### config.mk
export PLATFORM = sky130hd
export DESIGN_NAME = jtmon_top
export DESIGN_NICKNAME = d
export VERILOG_FILES = /design/src/rtl/jtmon_pkg.sv /design/src/rtl/jtmon_sync.sv /design/src/rtl/jtmon_tap.sv /design/src/rtl/jtmon_capture.sv /design/src/rtl/jtmon_top.sv
export SDC_FILE = /design/constraint.sdc
export NUM_CORES = 1
export LEC_CHECK = 0
export BUFFER_PORTS_ARGS = -buffer_cell sky130_fd_sc_hd__buf_2
export CAP_MARGIN = 20
export CORE_MARGIN = 2
export CORE_UTILIZATION = 44
export DETAILED_ROUTE_END_ITERATION = 8
export PLACE_DENSITY_LB_ADDON = 0.08
export SYNTH_ARGS = -nofsm -noshare
export SYNTH_HDL_FRONTEND = slang
export SYNTH_SLANG_ARGS = --single-unit
### constraint.sdc
create_clock -name clk_i -period 2 [get_ports clk_i]
set_clock_uncertainty 0.15 [all_clocks]
set_input_delay 0.4 -clock clk_i [delete_from_list [all_inputs] [get_ports clk_i]]
set_output_delay 0.4 -clock clk_i [all_outputs]
set_load 0.05 [all_outputs]
### src/rtl/jtmon_pkg.sv
package jtmon_pkg;
  typedef enum logic [3:0] {
    ST_TLR    = 4'd0,
    ST_RTI    = 4'd1,
    ST_SEL_DR = 4'd2,
    ST_CAP_DR = 4'd3,
    ST_SHF_DR = 4'd4,
    ST_EX1_DR = 4'd5,
    ST_PAU_DR = 4'd6,
    ST_EX2_DR = 4'd7,
    ST_UPD_DR = 4'd8,
    ST_SEL_IR = 4'd9,
    ST_CAP_IR = 4'd10,
    ST_SHF_IR = 4'd11,
    ST_EX1_IR = 4'd12,
    ST_PAU_IR = 4'd13,
    ST_EX2_IR = 4'd14,
    ST_UPD_IR = 4'd15
  } tap_st_e;

  function automatic logic st_is_shift(tap_st_e s);
    return (s == ST_SHF_DR) || (s == ST_SHF_IR);
  endfunction

  function automatic logic st_is_exit1(tap_st_e s);
    return (s == ST_EX1_DR) || (s == ST_EX1_IR);
  endfunction
endpackage

### src/rtl/jtmon_sync.sv
module jtmon_sync #(
  parameter int W      = 4,
  parameter int STAGES = 2
) (
  input  logic         clk_i,
  input  logic         rst_ni,
  input  logic [W-1:0] d_i,
  output logic [W-1:0] q_o
);
  logic [STAGES-1:0][W-1:0] pipe_q;

  always_ff @(posedge clk_i or negedge rst_ni) begin
    if (!rst_ni) pipe_q[0] <= '0;
    else         pipe_q[0] <= d_i;
  end

  for (genvar g = 1; g < STAGES; g++) begin : g_stage
    always_ff @(posedge clk_i or negedge rst_ni) begin
      if (!rst_ni) pipe_q[g] <= '0;
      else         pipe_q[g] <= pipe_q[g-1];
    end
  end

  assign q_o = pipe_q[STAGES-1];
endmodule

### src/rtl/jtmon_tap.sv
module jtmon_tap
  import jtmon_pkg::*;
(
  input  logic    clk_i,
  input  logic    rst_ni,
  input  logic    rise_i,
  input  logic    tms_i,
  output tap_st_e cur_o,
  output tap_st_e prev_o,
  output tap_st_e nxt_o,
  output logic    evt_o
);
  tap_st_e cur_q, prev_q, nxt;
  logic    evt_q;

  always_comb begin
    unique case (cur_q)
      ST_TLR:    nxt = tms_i ? ST_TLR    : ST_RTI;
      ST_RTI:    nxt = tms_i ? ST_SEL_DR : ST_RTI;
      ST_SEL_DR: nxt = tms_i ? ST_SEL_IR : ST_CAP_DR;
      ST_CAP_DR: nxt = tms_i ? ST_EX1_DR : ST_SHF_DR;
      ST_SHF_DR: nxt = tms_i ? ST_EX1_DR : ST_SHF_DR;
      ST_EX1_DR: nxt = tms_i ? ST_UPD_DR : ST_PAU_DR;
      ST_PAU_DR: nxt = tms_i ? ST_EX2_DR : ST_PAU_DR;
      ST_EX2_DR: nxt = tms_i ? ST_UPD_DR : ST_SHF_DR;
      ST_UPD_DR: nxt = tms_i ? ST_SEL_DR : ST_RTI;
      ST_SEL_IR: nxt = tms_i ? ST_TLR    : ST_CAP_IR;
      ST_CAP_IR: nxt = tms_i ? ST_EX1_IR : ST_SHF_IR;
      ST_SHF_IR: nxt = tms_i ? ST_EX1_IR : ST_SHF_IR;
      ST_EX1_IR: nxt = tms_i ? ST_UPD_IR : ST_PAU_IR;
      ST_PAU_IR: nxt = tms_i ? ST_EX2_IR : ST_PAU_IR;
      ST_EX2_IR: nxt = tms_i ? ST_UPD_IR : ST_SHF_IR;
      ST_UPD_IR: nxt = tms_i ? ST_SEL_DR : ST_RTI;
      default:   nxt = ST_RTI;
    endcase
  end

  always_ff @(posedge clk_i or negedge rst_ni) begin
    if (!rst_ni) begin
      cur_q  <= ST_RTI;
      prev_q <= ST_RTI;
      evt_q  <= 1'b0;
    end else begin
      evt_q <= rise_i;
      if (rise_i) begin
        prev_q <= cur_q;
        cur_q  <= nxt;
      end
    end
  end

  assign cur_o  = cur_q;
  assign prev_o = prev_q;
  assign nxt_o  = nxt;
  assign evt_o  = evt_q;

  AST_SEL_IR_TMS1_TLR: assert property (@(posedge clk_i) disable iff (!rst_ni)
    (rise_i && tms_i && cur_q == ST_SEL_IR) |=> (cur_q == ST_TLR));
  AST_SHIFT_HOLD: assert property (@(posedge clk_i) disable iff (!rst_ni)
    (rise_i && !tms_i && st_is_shift(cur_q)) |=> $stable(cur_q));
endmodule

### src/rtl/jtmon_capture.sv
module jtmon_capture
  import jtmon_pkg::*;
#(
  parameter int MAX_BITS = 64,
  localparam int LEN_W   = $clog2(MAX_BITS + 1),
  localparam int IDX_W   = $clog2(MAX_BITS)
) (
  input  logic                clk_i,
  input  logic                rst_ni,
  input  logic                rise_i,
  input  tap_st_e             cur_i,
  input  tap_st_e             nxt_i,
  input  logic                tdi_i,
  input  logic                tdo_i,
  input  logic                rdy_i,
  output logic                valid_o,
  output logic                is_ir_o,
  output logic [LEN_W-1:0]    len_o,
  output logic [MAX_BITS-1:0] tdi_o,
  output logic [MAX_BITS-1:0] tdo_o,
  output logic                ovf_o,
  output logic                lost_o
);
  logic [MAX_BITS-1:0] tdi_acc, tdo_acc;
  logic [LEN_W-1:0]    cnt_q;
  logic                ovf_acc;
  logic                take, done, full;

  assign take = rise_i && st_is_shift(nxt_i);
  assign done = rise_i && st_is_shift(cur_i) && st_is_exit1(nxt_i);
  assign full = (cnt_q >= LEN_W'(MAX_BITS));

  // accumulator
  always_ff @(posedge clk_i or negedge rst_ni) begin
    if (!rst_ni) begin
      tdi_acc <= '0;
      tdo_acc <= '0;
      cnt_q   <= '0;
      ovf_acc <= 1'b0;
    end else if (done) begin
      tdi_acc <= '0;
      tdo_acc <= '0;
      cnt_q   <= '0;
      ovf_acc <= 1'b0;
    end else if (take) begin
      if (full) begin
        ovf_acc <= 1'b1;
      end else begin
        tdi_acc[cnt_q[IDX_W-1:0]] <= tdi_i;
        tdo_acc[cnt_q[IDX_W-1:0]] <= tdo_i;
        cnt_q <= cnt_q + 1'b1;
      end
    end
  end

  // result holding register
  always_ff @(posedge clk_i or negedge rst_ni) begin
    if (!rst_ni) begin
      valid_o <= 1'b0;
      is_ir_o <= 1'b0;
      len_o   <= '0;
      tdi_o   <= '0;
      tdo_o   <= '0;
      ovf_o   <= 1'b0;
      lost_o  <= 1'b0;
    end else if (done) begin
      valid_o <= 1'b1;
      is_ir_o <= (nxt_i == ST_EX1_IR);
      len_o   <= cnt_q;
      tdi_o   <= tdi_acc;
      tdo_o   <= tdo_acc;
      ovf_o   <= ovf_acc;
      lost_o  <= valid_o && !rdy_i;
    end else if (valid_o && rdy_i) begin
      valid_o <= 1'b0;
    end
  end

  AST_VALID_HOLD: assert property (@(posedge clk_i) disable iff (!rst_ni)
    (valid_o && !rdy_i && !done) |=> (valid_o && $stable(tdi_o) && $stable(len_o)));
  AST_LEN_BOUND: assert property (@(posedge clk_i) disable iff (!rst_ni)
    valid_o |-> (len_o <= LEN_W'(MAX_BITS)));
  AST_OVF_FULL: assert property (@(posedge clk_i) disable iff (!rst_ni)
    (valid_o && ovf_o) |-> (len_o == LEN_W'(MAX_BITS)));
endmodule

### src/rtl/jtmon_top.sv
module jtmon_top
  import jtmon_pkg::*;
#(
  parameter int MAX_BITS    = 64,
  parameter int SYNC_STAGES = 2,
  localparam int LEN_W      = $clog2(MAX_BITS + 1)
) (
  input  logic                clk_i,
  input  logic                rst_ni,
  input  logic                tck_i,
  input  logic                tms_i,
  input  logic                tdi_i,
  input  logic                tdo_i,
  output logic                st_evt_o,
  output logic [3:0]          st_prev_o,
  output logic [3:0]          st_cur_o,
  output logic                res_valid_o,
  input  logic                res_ready_i,
  output logic                res_is_ir_o,
  output logic [LEN_W-1:0]    res_len_o,
  output logic [MAX_BITS-1:0] res_tdi_o,
  output logic [MAX_BITS-1:0] res_tdo_o,
  output logic                res_ovf_o,
  output logic                res_lost_o
);
  logic [3:0] pins_s;
  logic       tck_s, tms_s, tdi_s, tdo_s, tck_d, tck_rise;
  tap_st_e    cur, prev, nxt;

  jtmon_sync #(.W(4), .STAGES(SYNC_STAGES)) u_sync (
    .clk_i (clk_i),
    .rst_ni(rst_ni),
    .d_i   ({tck_i, tms_i, tdi_i, tdo_i}),
    .q_o   (pins_s)
  );
  assign {tck_s, tms_s, tdi_s, tdo_s} = pins_s;

  always_ff @(posedge clk_i or negedge rst_ni) begin
    if (!rst_ni) tck_d <= 1'b0;
    else         tck_d <= tck_s;
  end
  assign tck_rise = tck_s && !tck_d;

  jtmon_tap u_tap (
    .clk_i (clk_i),
    .rst_ni(rst_ni),
    .rise_i(tck_rise),
    .tms_i (tms_s),
    .cur_o (cur),
    .prev_o(prev),
    .nxt_o (nxt),
    .evt_o (st_evt_o)
  );

  jtmon_capture #(.MAX_BITS(MAX_BITS)) u_cap (
    .clk_i  (clk_i),
    .rst_ni (rst_ni),
    .rise_i (tck_rise),
    .cur_i  (cur),
    .nxt_i  (nxt),
    .tdi_i  (tdi_s),
    .tdo_i  (tdo_s),
    .rdy_i  (res_ready_i),
    .valid_o(res_valid_o),
    .is_ir_o(res_is_ir_o),
    .len_o  (res_len_o),
    .tdi_o  (res_tdi_o),
    .tdo_o  (res_tdo_o),
    .ovf_o  (res_ovf_o),
    .lost_o (res_lost_o)
  );

  assign st_cur_o  = cur;
  assign st_prev_o = prev;

  AST_STATE_ON_EDGE: assert property (@(posedge clk_i) disable iff (!rst_ni)
    !tck_rise |=> $stable(st_cur_o));
  AST_EVT_SINGLE: assert property (@(posedge clk_i) disable iff (!rst_ni)
    st_evt_o |=> !st_evt_o);
  AST_PREV_CHAIN: assert property (@(posedge clk_i) disable iff (!rst_ni)
    st_evt_o |-> (st_prev_o == $past(st_cur_o)));
  AST_PUBLISH_FROM_SHIFT: assert property (@(posedge clk_i) disable iff (!rst_ni)
    $rose(res_valid_o) |-> (st_evt_o && st_is_shift(prev) && st_is_exit1(cur)));
endmodule

==> metrics.csv <==
stage,metric,value,unit
run_status,status,finished clean,
timing,slew_headroom,0.6492,
route,antenna_left,0,
die,std_cell_rows,61,
setup_path,cp_max_fo,23,
global_routing,gr-usage-all-layers,0.2125,
cts,postCtsSetupBuffers,0,
cts,root_buffer,clkbuf_16,
route,drcViolationCount,0,
power,pwr_density_cell,993.7,mW/mm^2
cts,htree_levels,2,
logic_synthesis,async_flop_share,1.000,
cts,cts.clk_slew.worst_paths,60,ps
power,p_leak,0.008826,uW
logic_synthesis,yosysWarnings,0,
cts,cts_sinks,293,
logic_synthesis,synth_cells,1229,
global_routing,grt_overflow,0,
setup_path,critPathArrivalTime,2210,ps
global_routing,grt_max_degree,65,
setup_path,critPathRequiredTime,2230,ps
setup_path,critPathKind,flip-flop to flip-flop,
power,ir_drop,0.0009280,V
logic_synthesis,ys.flop_type,dfrtp_1,
flow_run,drv_cap,0,
timing,timing.fmax,0.5049,GHz
die,initial_core_util,0.4436,
cts,cts_max_path_buffers,3,
finish,fin_cells,1809,
timing,fin_crit,1981,ps
timing,worstMarginPinSlew,520.7,ps
timing,slew_viol_final,0,
placement,gp_congestion,0.7773,
timing,finalHoldViolations,0,
cts,tritoncts,built,
hold_path,hold_class,primary input to flip-flop,
setup_path,critPathCaptureType,flip-flop,
logic_synthesis,netlist_area,0.01226,sq mm
logic_synthesis,ys_seq_area_frac,0.5984,
die,die_h,170.9,um
route,avgRoutedWirePerCell,16.89,um
setup_path,worstSetupStartpointType,flip-flop,
placement,post_dp_cell_area,0.01408,sq mm
global_routing,grt_pass1_vias,9103,
timing,setup_viol,0,
finish,layout_commonest_cell,nand2_1,
finish,design_area,0.01527,sq mm
timing,rsz0062_at_grt,true,
route,num_vias,9133,
die,die-area,0.02921,sq mm
placement,port_buffers,154,
finish,fin_util,0.5526,
cts,clock_latency,510,ps
route,initialDrtViolationCount,706,
route,routed_via_density,5.049,
die,core_area,0.02763,sq mm
finish,nNetsFinal,1417,
power,power,15170,uW
global_routing,antenna_found_initial,0,
cts,cts_made_buffers,34,
global_routing,grt_pass1_wl,49130,um
route,drt_pass1_iterations,7,
logic_synthesis,ys_seq_elements,293,
die,io_pins,155,
timing,hold-worst-slack,17.82,ps
logic_synthesis,syn_nets,1237,
route,routed_wl,30560,um
die,die_x,170.9,um
placement,dp_hpwl,19570,um
finish,diodes,0,
finish,final_cell_mix,"561 x nand2_1, 288 x dfrtp_1, 152 x buf_2, 130 x mux2i_1, 56 x nand4_1",
finish,drive_gt1_frac,0.2180,
logic_synthesis,yosysUniqueCellTypes,54,
logic_synthesis,synth.avg_cell_area,9.973,sq um
logic_synthesis,synth-edff-count,0,
placement,dpl.cell_count,1746,
finish,syn2layout_area_growth,24.56,%
timing,fin_crit_sh,0.9903,
registers in the layout, indices dropped and copies added (netlist names), 4 cells and up:
| register | cells |
|---|---|
| u_sync.q_o | 4 |
| u_cap.tdo_o | 64 |
| u_cap.tdo_acc | 64 |
| u_tap.prev_o | 4 |
| u_sync.pipe_q | 4 |
| u_cap.len_o | 7 |
| u_cap.cnt_q | 7 |
| u_cap.tdi_o | 64 |
| u_tap.cur_o | 4 |
| u_cap.tdi_acc | 64 |
Yosys cell counts (all sizes together) (3+ instances only):
cell type	n	area, sq um
a21oi	7	35.03
and2	3	18.77
buf	49	286.5
clkbuf	41	153.9
dfrtp	291	7282
inv	6	22.52
mux2i	130	1301
nand2	562	2110
nand2b	3	26.27
nand3	5	25.02
nand4	56	350.3
nand4b	3	26.28
nor2	8	37.54
nor2b	5	31.28
nor3	10	86.34
nor3b	4	40.03
o21ai	8	51.30
o41ai	3	33.79
cell type report:
class | instances | area, sq um
multi-input combinational | 840 | 4561
timing repair buffer | 234 | 1778
tap | 378 | 473.0
sequential | 293 | 7338
inverter | 6 | 22.52
clock inverter | 9 | 53.80
clock buffer | 49 | 1041
fill | 2545 | 12360
power breakdown:
group | leakage [uW] | total [uW] | switching [uW] | internal, uW
Sequential | 0.00405 | 6250 | 126 | 6130
Clock | 0.000546 | 6020 | 2410 | 3610
Combinational | 0.00423 | 2890 | 1970 | 924
repair_timing:
item                       4_1_cts  5_1_grt
resized for setup                3        6
gates cloned                     0        0
hold buffers                     5        0
hold endpoints to repair       153        0
setup endpoints to repair        8       27
pin swaps                        0        1
cell families after synthesis:
group / count (synthesis) / share of synthesized area
AO/OA/AOI/OAI: 36 / 0.02164
buffers and inverters: 96 / 0.03777
flip-flops: 293 / 0.5984
AND/OR/NAND/NOR: 672 / 0.2341
adder cells (fa/ha/maj): 1 / 0.001021
multiplexers: 131 / 0.1071
stage by stage:
| stage | worst slack [ps] | TNS, ps |
|---|---|---|
| floorplan | -112.4 | -9375 |
| global placement | -20.18 | -38.66 |
| detailed placement | -33.98 | -103.1 |
| CTS | 4.706 | 0 |
| global route | -32.82 | -209.0 |
| finish | 19.38 | 0 |
per-layer routing:
layer	up-vias	routed length, um	global-route usage
met2	202	14000	0.3276
li1	4378	-	-
met4	0	588	0.05343
met3	47	1310	0.03308
met5	-	0	0
met1	4506	14660	0.3155
path summary, 6_finish.rpt:
check | startpoint | endpoint | slack (ps) | cells past startpoint
max | u_tap.cur_o[3] | u_cap.tdi_acc[25] | 20 | 5
min | res_ready_i | u_cap.valid_o | 20 | 3
max reg2reg | u_tap.cur_o[3] | u_cap.tdi_acc[25] | 20 | 5
min reg2reg | u_sync.pipe_q[2] | u_sync.q_o[2] | 200 | 0
max in group asynchronous | rst_ni | u_cap.tdo_o[41] | 840 | 3
min in group asynchronous | rst_ni | u_cap.tdo_o[2] | 210 | 2
worst max-delay path, stage by stage, from the launching register on:
cell     delay (ps)
dfrtp_2         430
or4b_4          540
o21ai_4         130
buf_12          200
nand4_1         220
mux2i_1         180
(Power assumes the default switching activity.)
